## src/rtl/rlg_pkg.sv

```systemverilog
package rlg_pkg;

  typedef struct packed {
    logic label_en;
    logic par_chk;
    logic sdi_en;
    logic sdi_b10;
    logic sdi_b9;
    logic label_keep;
  } rlg_cfg_t;

endpackage

```

## src/rtl/rlg_bit_rev.sv

```systemverilog
module rlg_bit_rev #(
  parameter int W = 8
) (
  input  logic [W-1:0] din,
  output logic [W-1:0] dout
);

  for (genvar i = 0; i < W; i++) begin : g_rev
    assign dout[i] = din[W-1-i];
  end

endmodule

```

## src/rtl/rlg_label_map.sv

```systemverilog
module rlg_label_map #(
  parameter int LBL_W = 8
) (
  input  logic             clk,
  input  logic             rst,
  input  logic             clr_all,
  input  logic             set_all,
  input  logic             clr_one,
  input  logic             set_one,
  input  logic [LBL_W-1:0] one_idx,
  input  logic             ld_start,
  input  logic             ld_valid,
  input  logic             ld_bit,
  input  logic             rd_start,
  input  logic             rd_next,
  output logic             rd_bit,
  input  logic [LBL_W-1:0] lk_idx,
  output logic             lk_hit
);

  localparam int DEPTH = 1 << LBL_W;
  localparam logic [LBL_W-1:0] TOP_IDX = {LBL_W{1'b1}};
  localparam logic [LBL_W-1:0] STEP = LBL_W'(1);

  logic [DEPTH-1:0] map_q;
  logic [DEPTH-1:0] map_d;
  logic [LBL_W-1:0] ld_ptr_q;
  logic [LBL_W-1:0] ld_idx;
  logic [LBL_W-1:0] rd_ptr_q;
  logic [LBL_W-1:0] rd_nxt;
  logic             rd_bit_q;

  // serial load address: restart wins over the running pointer
  assign ld_idx = ld_start ? TOP_IDX : ld_ptr_q;

  always_ff @(posedge clk) begin
    if (rst) begin
      ld_ptr_q <= TOP_IDX;
    end else if (ld_valid) begin
      ld_ptr_q <= ld_idx - STEP;
    end else if (ld_start) begin
      ld_ptr_q <= TOP_IDX;
    end
  end

  // update priority: clear-all, set-all, single clear, single set, load
  always_comb begin
    map_d = map_q;
    if (clr_all) begin
      map_d = '0;
    end else if (set_all) begin
      map_d = '1;
    end else begin
      if (ld_valid) map_d[ld_idx] = ld_bit;
      if (set_one)  map_d[one_idx] = 1'b1;
      if (clr_one)  map_d[one_idx] = 1'b0;
    end
  end

  always_ff @(posedge clk) begin
    if (rst) map_q <= '0;
    else     map_q <= map_d;
  end

  // lookup sees the map before this cycle's update
  assign lk_hit = map_q[lk_idx];

  // descending readback
  assign rd_nxt = rd_start ? TOP_IDX : (rd_ptr_q - STEP);

  always_ff @(posedge clk) begin
    if (rst) begin
      rd_ptr_q <= TOP_IDX;
      rd_bit_q <= 1'b0;
    end else if (rd_start || rd_next) begin
      rd_ptr_q <= rd_nxt;
      rd_bit_q <= map_q[rd_nxt];
    end
  end

  assign rd_bit = rd_bit_q;

endmodule

```

## src/rtl/rlg_word_check.sv

```systemverilog
module rlg_word_check
  import rlg_pkg::*;
#(
  parameter int WORD_W = 32,
  parameter int LBL_W  = 8
) (
  input  logic              clk,
  input  logic              rst,
  input  rlg_cfg_t          cfg,
  input  logic              word_valid,
  input  logic [WORD_W-1:0] word_in,
  input  logic [LBL_W-1:0]  lbl_num,
  input  logic              lbl_hit,
  output logic              fifo_we,
  output logic [WORD_W-1:0] fifo_data
);

  localparam int B9  = LBL_W;
  localparam int B10 = LBL_W + 1;
  localparam int TOP = WORD_W - 1;

  logic              sdi_ok;
  logic              lbl_ok;
  logic              keep;
  logic              top_bit;
  logic [LBL_W-1:0]  lbl_field;
  logic              we_q;
  logic [WORD_W-1:0] data_q;

  assign sdi_ok = !cfg.sdi_en ||
                  ((word_in[B10] == cfg.sdi_b10) && (word_in[B9] == cfg.sdi_b9));
  assign lbl_ok = !cfg.label_en || lbl_hit;
  assign keep   = word_valid && sdi_ok && lbl_ok;

  // even parity over the word marks an error when checking is on
  assign top_bit   = cfg.par_chk ? ~(^word_in) : word_in[TOP];
  assign lbl_field = cfg.label_keep ? lbl_num : word_in[LBL_W-1:0];

  always_ff @(posedge clk) begin
    if (rst) begin
      we_q   <= 1'b0;
      data_q <= '0;
    end else begin
      we_q <= keep;
      if (keep) data_q <= {top_bit, word_in[TOP-1:LBL_W], lbl_field};
    end
  end

  assign fifo_we   = we_q;
  assign fifo_data = data_q;

endmodule

```

## src/rtl/rx_label_gate.sv

```systemverilog
module rx_label_gate
  import rlg_pkg::*;
#(
  parameter int WORD_W = 32,
  parameter int LBL_W  = 8
) (
  input  logic              clk,
  input  logic              rst,
  input  logic              word_valid,
  input  logic [WORD_W-1:0] word_in,
  input  logic              cfg_label_en,
  input  logic              cfg_par_chk,
  input  logic              cfg_sdi_en,
  input  logic              cfg_sdi_b10,
  input  logic              cfg_sdi_b9,
  input  logic              cfg_label_keep,
  input  logic              cmd_clr_all,
  input  logic              cmd_set_all,
  input  logic              cmd_clr_one,
  input  logic              cmd_set_one,
  input  logic [LBL_W-1:0]  cmd_label,
  input  logic              load_start,
  input  logic              load_valid,
  input  logic              load_bit,
  input  logic              dump_start,
  input  logic              dump_next,
  output logic              dump_bit,
  output logic              fifo_we,
  output logic [WORD_W-1:0] fifo_data
);

  rlg_cfg_t         cfg;
  logic [LBL_W-1:0] lbl_num;
  logic             lbl_hit;

  assign cfg = '{label_en:   cfg_label_en,
                 par_chk:    cfg_par_chk,
                 sdi_en:     cfg_sdi_en,
                 sdi_b10:    cfg_sdi_b10,
                 sdi_b9:     cfg_sdi_b9,
                 label_keep: cfg_label_keep};

  // first-received label bit becomes the MSB of the label number
  rlg_bit_rev #(.W(LBL_W)) u_rev (
    .din  (word_in[LBL_W-1:0]),
    .dout (lbl_num)
  );

  rlg_label_map #(.LBL_W(LBL_W)) u_map (
    .clk      (clk),
    .rst      (rst),
    .clr_all  (cmd_clr_all),
    .set_all  (cmd_set_all),
    .clr_one  (cmd_clr_one),
    .set_one  (cmd_set_one),
    .one_idx  (cmd_label),
    .ld_start (load_start),
    .ld_valid (load_valid),
    .ld_bit   (load_bit),
    .rd_start (dump_start),
    .rd_next  (dump_next),
    .rd_bit   (dump_bit),
    .lk_idx   (lbl_num),
    .lk_hit   (lbl_hit)
  );

  rlg_word_check #(.WORD_W(WORD_W), .LBL_W(LBL_W)) u_chk (
    .clk        (clk),
    .rst        (rst),
    .cfg        (cfg),
    .word_valid (word_valid),
    .word_in    (word_in),
    .lbl_num    (lbl_num),
    .lbl_hit    (lbl_hit),
    .fifo_we    (fifo_we),
    .fifo_data  (fifo_data)
  );

endmodule

```

## config.mk

```make
export PLATFORM = sky130hd
export DESIGN_NAME = rx_label_gate
export DESIGN_NICKNAME = d
export VERILOG_FILES = /design/src/rtl/rlg_pkg.sv /design/src/rtl/rlg_bit_rev.sv /design/src/rtl/rlg_label_map.sv /design/src/rtl/rlg_word_check.sv /design/src/rtl/rx_label_gate.sv
export SDC_FILE = /design/constraint.sdc
export NUM_CORES = 1
export LEC_CHECK = 0
export BUFFER_PORTS_ARGS = -buffer_cell sky130_fd_sc_hd__buf_4
export CELL_PAD_IN_SITES_DETAIL_PLACEMENT = 0
export CELL_PAD_IN_SITES_GLOBAL_PLACEMENT = 1
export CORE_MARGIN = 10
export CORE_UTILIZATION = 47
export CTS_CLUSTER_DIAMETER = 100
export CTS_CLUSTER_SIZE = 24
export DETAILED_ROUTE_END_ITERATION = 10
export HOLD_SLACK_MARGIN = 0.12
export PLACE_DENSITY_LB_ADDON = 0.25
export SLEW_MARGIN = 20
export SYNTH_ARGS = -nofsm -noshare
export SYNTH_HDL_FRONTEND = slang
export SYNTH_HIERARCHICAL = 1
export SYNTH_SLANG_ARGS = --single-unit
export TNS_END_PERCENT = 20
```

## constraint.sdc

```tcl
create_clock -name clk -period 5.1 [get_ports clk]
set_clock_uncertainty 0.1 [all_clocks]
set_input_delay 1.02 -clock clk [delete_from_list [all_inputs] [get_ports clk]]
set_output_delay 1.02 -clock clk [all_outputs]
set_load 0.01 [all_outputs]
```

==> results_tabular.tex, run 1 <==
\begin{tabular}{lr}
\hline
Metric & Value \\
\hline
\multicolumn{2}{l}{\textbf{Detailed routing}} \\
\quad Routed length per placed instance & about 34 µm \\
\quad Post-route antenna net violation count & 0 \\
\quad Routed vias/inst & between 7 and 8 \\
\quad Metal2 WL & $\sim$45 mm \\
\quad Top layer reached by signal wires & met5 \\
\quad Length of the first detailed-routing pass in iterations & 6 \\
\quad DR iter-0 viols & $\sim$5100 \\
\quad Metal1 wirelength & 42.16 mm \\
\quad Wire length after detailed routing & about 120 mm \\
\quad DRC Markers & 0 \\
\quad Met3 wire length & around 22 mm \\
\quad Total via count after detailed routing & 25119 \\
\multicolumn{2}{l}{\textbf{Worst setup path}} \\
\quad Required time at the endpoint of the critical path & around 5.5 ns \\
\quad Setup CP Type & primary input to register \\
\quad Critical Path Sink Type & register \\
\quad Worst setup SP type & primary input \\
\quad CP Max Fanout & 31 \\
\quad Worst EP arrival & around 4.8 ns \\
\quad Worst Reg2Reg Path Length in Cells & 11 \\
\multicolumn{2}{l}{\textbf{Yosys}} \\
\quad Xor-xnor portion of the synthesized cell area & 0.01995 \\
\quad Post-synthesis net count & between 2000 and 3000 \\
\quad Register area share after synthesis & 0.2856 \\
\quad Post-synthesis area per instance & approximately 7.4 µm² \\
\quad Largest family of logic cells by synthesized area & simple AND/OR/NAND/NOR gates \\
\quad Fraction of the mapped netlist area in compound gates & 0.2185 \\
\quad Arithmetic-cell share of the synthesized area counting full adders, half adders and majority gates & 0.0005834 \\
\quad Mapped cell area & about 0.021 mm² \\
\quad Main synth FF type & sky130\_fd\_sc\_hd\_\_dfxtp\_1 \\
\quad Gate count of the mapped netlist & between 2000 and 3000 \\
\quad Number of distinct standard cells referenced by the synthesized netlist & between 60 and 70 \\
\quad Fraction of registers with async set/reset & 0 \\
\quad Area share of the largest cell type after synthesis & 0.2856 \\
\quad Synth top area cells & sky130\_fd\_sc\_hd\_\_dfxtp\_1, sky130\_fd\_sc\_hd\_\_mux4\_2, sky130\_fd\_sc\_hd\_\_a21oi\_1, sky130\_fd\_sc\_hd\_\_nand2\_1, sky130\_fd\_sc\_hd\_\_nor2\_1 \\
\quad Number of synthesized flops with an enable pin & 0 \\
\quad Library cell with the largest summed area after synthesis & sky130\_fd\_sc\_hd\_\_dfxtp\_1 \\
\quad Number of warnings printed during yosys synthesis & 6 \\
\quad Flip-flop and latch count after synthesis & approximately 300 \\
\quad Mux share of post-synthesis cell area & 0.1824 \\
\quad Simple-Gate Fraction of Synth Area & 0.2323 \\
\multicolumn{2}{l}{\textbf{Floorplan}} \\
\quad Initial Util & 0.4736 \\
\quad Core area & roughly 0.045 mm² \\
\quad Height of the die & about 230 µm \\
\quad Die ar. & approximately 0.055 mm² \\
\quad Std-Cell Rows & 78 \\
\quad Die Wd & 233.6 µm \\
\quad I/O pin count & 92 \\
\multicolumn{2}{l}{\textbf{Clock network}} \\
\quad Root buf cell & sky130\_fd\_sc\_hd\_\_clkbuf\_16 \\
\quad TritonCTS clock tree & built \\
\quad Clock latency at the later pin of the worst-skew pair & around 0.56 ns \\
\quad Sink count of the clock tree & between 300 and 400 \\
\quad Resized Gates After CTS & 0 \\
\quad H-tree level count & 1 \\
\quad Post-cts hold buffer count & 0 \\
\quad Bufs on Longest Clock Path & 3 \\
\quad Setup bufs post-CTS & 0 \\
\quad Clock-pin slew of the registers on the worst-case setup and hold paths & 0.10 ns \\
\quad CTS buffer count & 18 \\
\multicolumn{2}{l}{\textbf{STA}} \\
\quad Unrepaired setup endpoints after global routing & no \\
\quad Share of the clock period used by the worst path after layout & 0.8685 \\
\quad Final-report setup violation count & 0 \\
\quad Total count of max-transition violations in the final report & 0 \\
\quad Total negative slack & 0 ns \\
\quad Hold Fails Final Rpt & 0 \\
\quad Slew of the pin with the lowest slew margin & about 1.3 ns \\
\quad Max\_slew headroom & 0.1153 \\
\quad Top achievable clock speed & $\sim$230 MHz \\
\quad Crit path time final & 4.429 ns \\
\multicolumn{2}{l}{\textbf{GRT}} \\
\quad Vias in the first global route & about 23000 \\
\quad Global route overflow & 0 \\
\quad Overall global routing resource usage & 0.4178 \\
\quad Largest net degree at the start of global routing & about 110 \\
\quad Wire length of the first global-routing pass & roughly 170 mm \\
\quad Antenna violations before repair & 4 \\
\multicolumn{2}{l}{\textbf{Flow run}} \\
\quad Reported max-cap violation count & 0 \\
\multicolumn{2}{l}{\textbf{Power and ir drop}} \\
\quad Clock Power Share & 0.312 \\
\quad Largest vdd supply drop & roughly 0.24 mV \\
\quad Net switching fraction of the power & 0.3298 \\
\quad Sequential cell fraction of total power & 0.486 \\
\quad Fraction of power consumed by combinational cells & 0.201 \\
\quad Internal power consumption & 3.657 mW \\
\quad Psw & $\sim$1.8 mW \\
\quad Leakage Power & 7.638 nW \\
\quad Power per unit of standard cell area & about 230 mW/mm² \\
\multicolumn{2}{l}{\textbf{Layout}} \\
\quad Count of nets after finishing & about 2900 \\
\quad Growth of design area from synthesis to finish & 9.317\% \\
\quad Post-layout utilization of the core & 0.5177 \\
\quad Top library cells by usage in the layout, fill and taps aside & sky130\_fd\_sc\_hd\_\_nand2\_1, sky130\_fd\_sc\_hd\_\_nor2\_1, sky130\_fd\_sc\_hd\_\_a21oi\_1, sky130\_fd\_sc\_hd\_\_dfxtp\_1, sky130\_fd\_sc\_hd\_\_buf\_4 \\
\quad Share of layout cells above drive strength 1 & 0.1499 \\
\quad Most common library cell in the layout ignoring fill and taps & sky130\_fd\_sc\_hd\_\_nand2\_1 \\
\multicolumn{2}{l}{\textbf{Status}} \\
\quad Result of the run & finished clean \\
\multicolumn{2}{l}{\textbf{Min path}} \\
\quad Hold depth & 2 \\
\quad Worst hold path class & register to register \\
\multicolumn{2}{l}{\textbf{Placed design}} \\
\quad Count of buffers from port buffering & between 90 and 100 \\
\quad Half-perimeter wire length of the detailed placement result & around 74 mm \\
\quad Gp weighted congestion & $\sim$1.1 \\
\hline
\end{tabular}
[sequential cells by signal (all words and copies together), names as in the netlist]
register and cells:
u_map/ld_ptr_q 8, u_chk/fifo_we 1, u_map/rd_bit 1, u_map/map_q 256, u_map/rd_ptr_q 8, u_chk/fifo_data 32
[area by class of cell]
class | count | area, µm²
fill | 4471 | 21840
multi-input combinational | 2279 | 14220
sequential | 306 | 6127
timing repair buffer | 212 | 1762
tap | 600 | 750.7
clock buffer | 20 | 489.2
clock inverter | 7 | 66.31
inverter | 4 | 15.01
antenna | 4 | 10.01
[Yosys cell counts, types with 2 or more instances]
cell / n
sky130_fd_sc_hd__nand4_1: 3
sky130_fd_sc_hd__mux2i_1: 114
sky130_fd_sc_hd__mux2_2: 12
sky130_fd_sc_hd__buf_6: 4
sky130_fd_sc_hd__dfxtp_1: 306
sky130_fd_sc_hd__o22ai_1: 154
sky130_fd_sc_hd__a21oi_1: 361
sky130_fd_sc_hd__and3_1: 7
sky130_fd_sc_hd__and2_1: 6
sky130_fd_sc_hd__o21ai_0: 130
sky130_fd_sc_hd__a211oi_1: 17
sky130_fd_sc_hd__clkinv_1: 2
sky130_fd_sc_hd__a22oi_1: 2
sky130_fd_sc_hd__a311oi_1: 8
sky130_fd_sc_hd__o22a_1: 2
sky130_fd_sc_hd__xor2_1: 8
sky130_fd_sc_hd__nor2b_1: 20
sky130_fd_sc_hd__nand2b_1: 18
sky130_fd_sc_hd__nor3b_1: 3
sky130_fd_sc_hd__o211ai_1: 46
sky130_fd_sc_hd__buf_2: 26
sky130_fd_sc_hd__or3_1: 2
sky130_fd_sc_hd__o31ai_1: 2
sky130_fd_sc_hd__nand2_1: 420
sky130_fd_sc_hd__o221ai_1: 3
sky130_fd_sc_hd__buf_1: 22
sky130_fd_sc_hd__xnor2_1: 39
sky130_fd_sc_hd__nand2_2: 2
sky130_fd_sc_hd__nor2_1: 388
sky130_fd_sc_hd__o21bai_1: 2
sky130_fd_sc_hd__nand3_1: 84
sky130_fd_sc_hd__a221oi_1: 2
sky130_fd_sc_hd__and2_0: 3
sky130_fd_sc_hd__a31oi_1: 76
sky130_fd_sc_hd__nor3_1: 188
sky130_fd_sc_hd__a2111oi_0: 3
sky130_fd_sc_hd__mux4_2: 117
sky130_fd_sc_hd__clkbuf_1: 248
sky130_fd_sc_hd__nor4_1: 6
sky130_fd_sc_hd__inv_1: 2
sky130_fd_sc_hd__buf_4: 13
sky130_fd_sc_hd__nand3b_1: 4
[layer usage]
metal  track usage  up-vias
li1              -    10277
met1        0.5414    11969
met2        0.5501     2362
met3        0.1913      505
met4        0.2580        6
met5             0        -
[cell families after synthesis]
family	after synthesis
compound gates	821
xor+xnor	48
fa+ha+maj	1
buf+inv	317
flops	306
mux	243
simple gates	1166
[power groups by stage]
stage               Clock, mW  Sequential, mW  Combinational [mW]
finish                   1.70            2.65                1.10
global route             1.77            2.65                1.16
CTS                      1.70            2.64                1.06
detailed placement          0            2.69                1.06
global placement            0            2.69                1.03
floorplan                   0            2.63               0.709
[final timing paths]
kind                                                       start                                to  slack, ns
worst max-delay path                                  word_in[6]  u_chk/fifo_data[31]$_SDFFE_PP0P_       0.67
worst min-delay path            u_chk/fifo_data[28]$_SDFFE_PP0P_  u_chk/fifo_data[28]$_SDFFE_PP0P_       0.41
worst min register to register  u_chk/fifo_data[28]$_SDFFE_PP0P_  u_chk/fifo_data[28]$_SDFFE_PP0P_       0.41
worst max register to register    u_map/rd_ptr_q[0]$_SDFFE_PP1P_         u_map/rd_bit$_SDFFE_PP0P_       0.92
[stage by stage]
step	cells	setup WS (ns)	power (mW)	instance area [µm²]	hold WS, ns
floorplan	2902	0.6809	3.335	21450	0.4149
global placement	3401	0.2535	3.727	22850	0.3763
detailed placement	3401	0.1922	3.749	22860	0.3816
CTS	3428	0.7460	5.394	23420	0.4071
global route	3428	0.5342	5.583	23440	0.4345
finish	3432	0.6706	5.456	23450	0.4070
[critical path, cell delays in order]
cell and delay [ns]:
sky130_fd_sc_hd__buf_4 0.23, sky130_fd_sc_hd__buf_12 0.26, sky130_fd_sc_hd__mux4_2 0.52, sky130_fd_sc_hd__mux4_2 0.49, sky130_fd_sc_hd__mux4_2 0.54, sky130_fd_sc_hd__mux4_2 0.51, sky130_fd_sc_hd__o21ai_0 0.32, sky130_fd_sc_hd__a21oi_4 0.23
sky130_fd_sc_hd__nand2b_1 0.25, sky130_fd_sc_hd__and2_0 0.14, sky130_fd_sc_hd__a311oi_1 0.25
(Power assumes the default switching activity.)
==> inputs of run 2 (changes only) <==
--- a/config.mk
+++ b/config.mk
@@ -5,16 +5,18 @@
 export SDC_FILE = /design/constraint.sdc
 export NUM_CORES = 1
 export LEC_CHECK = 0
+export ABC_CLOCK_PERIOD_IN_PS = 5100
 export BUFFER_PORTS_ARGS = -buffer_cell sky130_fd_sc_hd__buf_4
 export CELL_PAD_IN_SITES_DETAIL_PLACEMENT = 0
 export CELL_PAD_IN_SITES_GLOBAL_PLACEMENT = 1
 export CORE_MARGIN = 10
-export CORE_UTILIZATION = 47
+export CORE_UTILIZATION = 48
+export CTS_BUF_LIST = sky130_fd_sc_hd__clkbuf_8
 export CTS_CLUSTER_DIAMETER = 100
 export CTS_CLUSTER_SIZE = 24
 export DETAILED_ROUTE_END_ITERATION = 10
 export HOLD_SLACK_MARGIN = 0.12
-export PLACE_DENSITY_LB_ADDON = 0.25
+export PLACE_DENSITY = 0.84
 export SLEW_MARGIN = 20
 export SYNTH_ARGS = -nofsm -noshare
 export SYNTH_HDL_FRONTEND = slang
==> run 2 against run 1 <==
Compared with the run above: global-route usage rose by 1.3 points; cell area fell by 0.66%; clock power fell by 24%; non-clock buffer count rose by 20; critical path type unchanged; critical endpoint is now u_chk/fifo_data[19]$_SDFFE_PP0P_.
==> results_tabular.tex, run 2 (synthesized netlist as in run 1, its figures left out) <==
\begin{tabular}{lr}
\hline
Metric & Value \\
\hline
\multicolumn{2}{l}{\textbf{Status}} \\
\quad Result of the run & finished clean (unchanged) \\
\multicolumn{2}{l}{\textbf{STA}} \\
\quad Total negative slack & 0 ns (unchanged) \\
\quad Total count of max-transition violations in the final report & 0 (unchanged) \\
\quad Final-report setup violation count & 0 (unchanged) \\
\quad Crit path time final & 4.350 ns (was 4.429 ns) \\
\quad Slew of the pin with the lowest slew margin & 1.249 ns (was 1.324 ns) \\
\quad Max\_slew headroom & 0.1653 (was 0.1153) \\
\quad Top achievable clock speed & 229.9 MHz (was 225.8 MHz) \\
\quad Unrepaired setup endpoints after global routing & no (unchanged) \\
\quad Share of the clock period used by the worst path after layout & 0.8529 (was 0.8685) \\
\quad Hold Fails Final Rpt & 0 (unchanged) \\
\multicolumn{2}{l}{\textbf{Floorplan}} \\
\quad Die Wd & 231.4 µm (was 233.6 µm) \\
\quad Initial Util & 0.4850 (was 0.4736) \\
\quad I/O pin count & 92 (unchanged) \\
\quad Die ar. & 0.05354 mm² (was 0.05458 mm²) \\
\quad Height of the die & 231.4 µm (was 233.6 µm) \\
\quad Core area & 0.04422 mm² (was 0.04528 mm²) \\
\quad Std-Cell Rows & 77 (was 78) \\
\multicolumn{2}{l}{\textbf{Layout}} \\
\quad FILL cells & 4260 (was 4471) \\
\quad Most common library cell in the layout ignoring fill and taps & sky130\_fd\_sc\_hd\_\_nand2\_1 (unchanged) \\
\quad Largest register FFs & 256 (unchanged) \\
\quad Register with the most flip-flops & u\_map/map\_q (unchanged) \\
\quad Top library cells by usage in the layout, fill and taps aside & sky130\_fd\_sc\_hd\_\_nand2\_1, sky130\_fd\_sc\_hd\_\_nor2\_1, sky130\_fd\_sc\_hd\_\_a21oi\_1, sky130\_fd\_sc\_hd\_\_dfxtp\_1, sky130\_fd\_sc\_hd\_\_buf\_4 (unchanged) \\
\quad Count of nets after finishing & 2899 (was 2880) \\
\quad Share of layout cells above drive strength 1 & 0.1534 (was 0.1499) \\
\quad Growth of design area from synthesis to finish & 8.599\% (was 9.317\%) \\
\multicolumn{2}{l}{\textbf{Power and ir drop}} \\
\quad Largest vdd supply drop & 0.2569 mV (was 0.2415 mV) \\
\quad Sequential cell fraction of total power & 0.524 (was 0.486) \\
\quad Psw & 1.747 mW (was 1.799 mW) \\
\quad Fraction of power consumed by combinational cells & 0.221 (was 0.201) \\
\quad Power per unit of standard cell area & 217.5 mW/mm² (was 232.7 mW/mm²) \\
\quad Internal power consumption & 3.320 mW (was 3.657 mW) \\
\quad Pwr Total & 5.066 mW (was 5.456 mW) \\
\quad Leakage Power & 7.609 nW (was 7.638 nW) \\
\quad Net switching fraction of the power & 0.3448 (was 0.3298) \\
\quad Clock Power Share & 0.255 (was 0.312) \\
\multicolumn{2}{l}{\textbf{Clock network}} \\
\quad TritonCTS clock tree & built (unchanged) \\
\quad H-tree level count & 1 (unchanged) \\
\quad Setup bufs post-CTS & 0 (unchanged) \\
\quad CTS buffer count & 17 (was 18) \\
\quad Clock latency at the later pin of the worst-skew pair & 0.66 ns (was 0.56 ns) \\
\quad Sink count of the clock tree & 306 (unchanged) \\
\quad Bufs on Longest Clock Path & 3 (unchanged) \\
\quad Post-cts hold buffer count & 0 (unchanged) \\
\quad Clock-pin slew of the registers on the worst-case setup and hold paths & 0.16 ns (was 0.10 ns) \\
\quad Root buf cell & sky130\_fd\_sc\_hd\_\_clkbuf\_8 (was sky130\_fd\_sc\_hd\_\_clkbuf\_16) \\
\quad Resized Gates After CTS & 0 (unchanged) \\
\multicolumn{2}{l}{\textbf{Detailed routing}} \\
\quad Post-route antenna net violation count & 0 (unchanged) \\
\quad DRC Markers & 0 (unchanged) \\
\quad Wire length after detailed routing & 121.1 mm (was 118.2 mm) \\
\quad Routed vias/inst & 7.442 (was 7.319) \\
\quad Routed length per placed instance & 35.24 µm (was 34.43 µm) \\
\quad DR iter-0 viols & 5219 (was 5069) \\
\quad Length of the first detailed-routing pass in iterations & 6 (unchanged) \\
\quad Total via count after detailed routing & 25569 (was 25119) \\
\multicolumn{2}{l}{\textbf{GRT}} \\
\quad Antenna violations before repair & 3 (was 4) \\
\quad Wire length of the first global-routing pass & 170.0 mm (was 166.6 mm) \\
\quad Vias in the first global route & 23283 (was 22715) \\
\quad Overall global routing resource usage & 0.4310 (was 0.4178) \\
\quad Global route overflow & 0 (unchanged) \\
\quad Largest net degree at the start of global routing & 96 (was 108) \\
\multicolumn{2}{l}{\textbf{Worst setup path}} \\
\quad Critical Path Sink Type & register (unchanged) \\
\quad Beginning of the critical path & word\_in[6] (unchanged) \\
\quad Worst EP arrival & 4.76 ns (was 4.79 ns) \\
\quad Worst R2R Start & u\_map/map\_q[255]\$\_SDFF\_PP0\_ (was u\_map/rd\_ptr\_q[0]\$\_SDFFE\_PP1P\_) \\
\quad Setup CP Type & primary input to register (unchanged) \\
\quad Required time at the endpoint of the critical path & 5.51 ns (was 5.46 ns) \\
\quad Worst setup SP type & primary input (unchanged) \\
\quad CP Max Fanout & 23 (was 31) \\
\multicolumn{2}{l}{\textbf{Placed design}} \\
\quad Half-perimeter wire length of the detailed placement result & 78.09 mm (was 74.40 mm) \\
\quad Gp weighted congestion & 1.086 (was 1.110) \\
\quad Count of buffers from port buffering & 91 (unchanged) \\
\multicolumn{2}{l}{\textbf{Flow run}} \\
\quad Reported max-cap violation count & 0 (unchanged) \\
\multicolumn{2}{l}{\textbf{Min path}} \\
\quad Worst hold path class & register to register (unchanged) \\
\quad Startpoint of the most critical hold path & u\_chk/fifo\_data[4]\$\_SDFFE\_PP0P\_ (was u\_chk/fifo\_data[28]\$\_SDFFE\_PP0P\_) \\
\hline
\end{tabular}
==> run 2: changes by cell type in the layout (fill, tap and decap cells not counted), sizes merged <==
cell,before,now
clkinv,5,2
bufinv,0,1
buf,212,232
diode,4,2
clkbuf,20,17
inv,5,4
==> run 2: path summary, 6_finish.rpt <==
path / cells past startpoint / end / slack, ns
hold reg to reg: 2 / u_chk/fifo_data[4]$_SDFFE_PP0P_ / 0.42
hold / removal: 2 / u_chk/fifo_data[4]$_SDFFE_PP0P_ / 0.42
setup reg to reg: 9 / u_chk/fifo_data[19]$_SDFFE_PP0P_ / 1.26
setup / recovery: 11 / u_chk/fifo_data[19]$_SDFFE_PP0P_ / 0.75
==> run 2: stage by stage <==
stage / cells / utilization / area (µm²) / setup WS, ns / hold WS [ns]
global route: 3435 / 0.5266 / 23290 / 0.6962 / 0.4453
finish: 3436 / 0.5267 / 23290 / 0.7504 / 0.4180
floorplan: 2902 / - / 21450 / 0.6809 / 0.4149
global placement: 3413 / 0.5189 / 22950 / 0.2698 / 0.3867
detailed placement: 3413 / 0.5195 / 22970 / 0.1741 / 0.3890
CTS: 3434 / 0.5262 / 23270 / 0.8306 / 0.4205
==> run 2: worst max-delay path: stages <==
cell	delay, ns
sky130_fd_sc_hd__buf_4	0.31
sky130_fd_sc_hd__buf_12	0.22
sky130_fd_sc_hd__mux4_2	0.51
sky130_fd_sc_hd__mux4_2	0.53
sky130_fd_sc_hd__mux4_2	0.54
sky130_fd_sc_hd__mux4_2	0.54
sky130_fd_sc_hd__o21ai_0	0.33
sky130_fd_sc_hd__a21oi_4	0.15
sky130_fd_sc_hd__buf_4	0.30
sky130_fd_sc_hd__mux2i_1	0.22
sky130_fd_sc_hd__nor2_1	0.06
==> run 2: power groups by stage <==
stage / registers [mW] / clock network (mW) / logic (mW)
2_1_floorplan: 2.63 / 0 / 0.709
3_3_place_gp: 2.70 / 0 / 1.04
3_5_place_dp: 2.69 / 0 / 1.07
5_1_grt: 2.66 / 1.35 / 1.16
4_1_cts: 2.64 / 1.27 / 1.07
6_report: 2.66 / 1.29 / 1.12
==> run 2: routing by layer <==
layer / track usage / wire (µm)
met2: 0.5866 / 47100
met4: 0.2719 / 9588
met5: 0.009183 / 35
met3: 0.1854 / 21710
met1: 0.5481 / 42660
==> run 2: final cells by class <==
class	count	area, µm²	share of cell area
antenna	2	5.005	0.0002149
clock buffer	17	234.0	0.01005
clock inverter	4	62.56	0.002686
inverter	4	15.01	0.0006446
multi-input combinational	2279	14230	0.6111
sequential	306	6127	0.2631
tap	592	740.7	0.03180
timing repair buffer	232	1874	0.08047
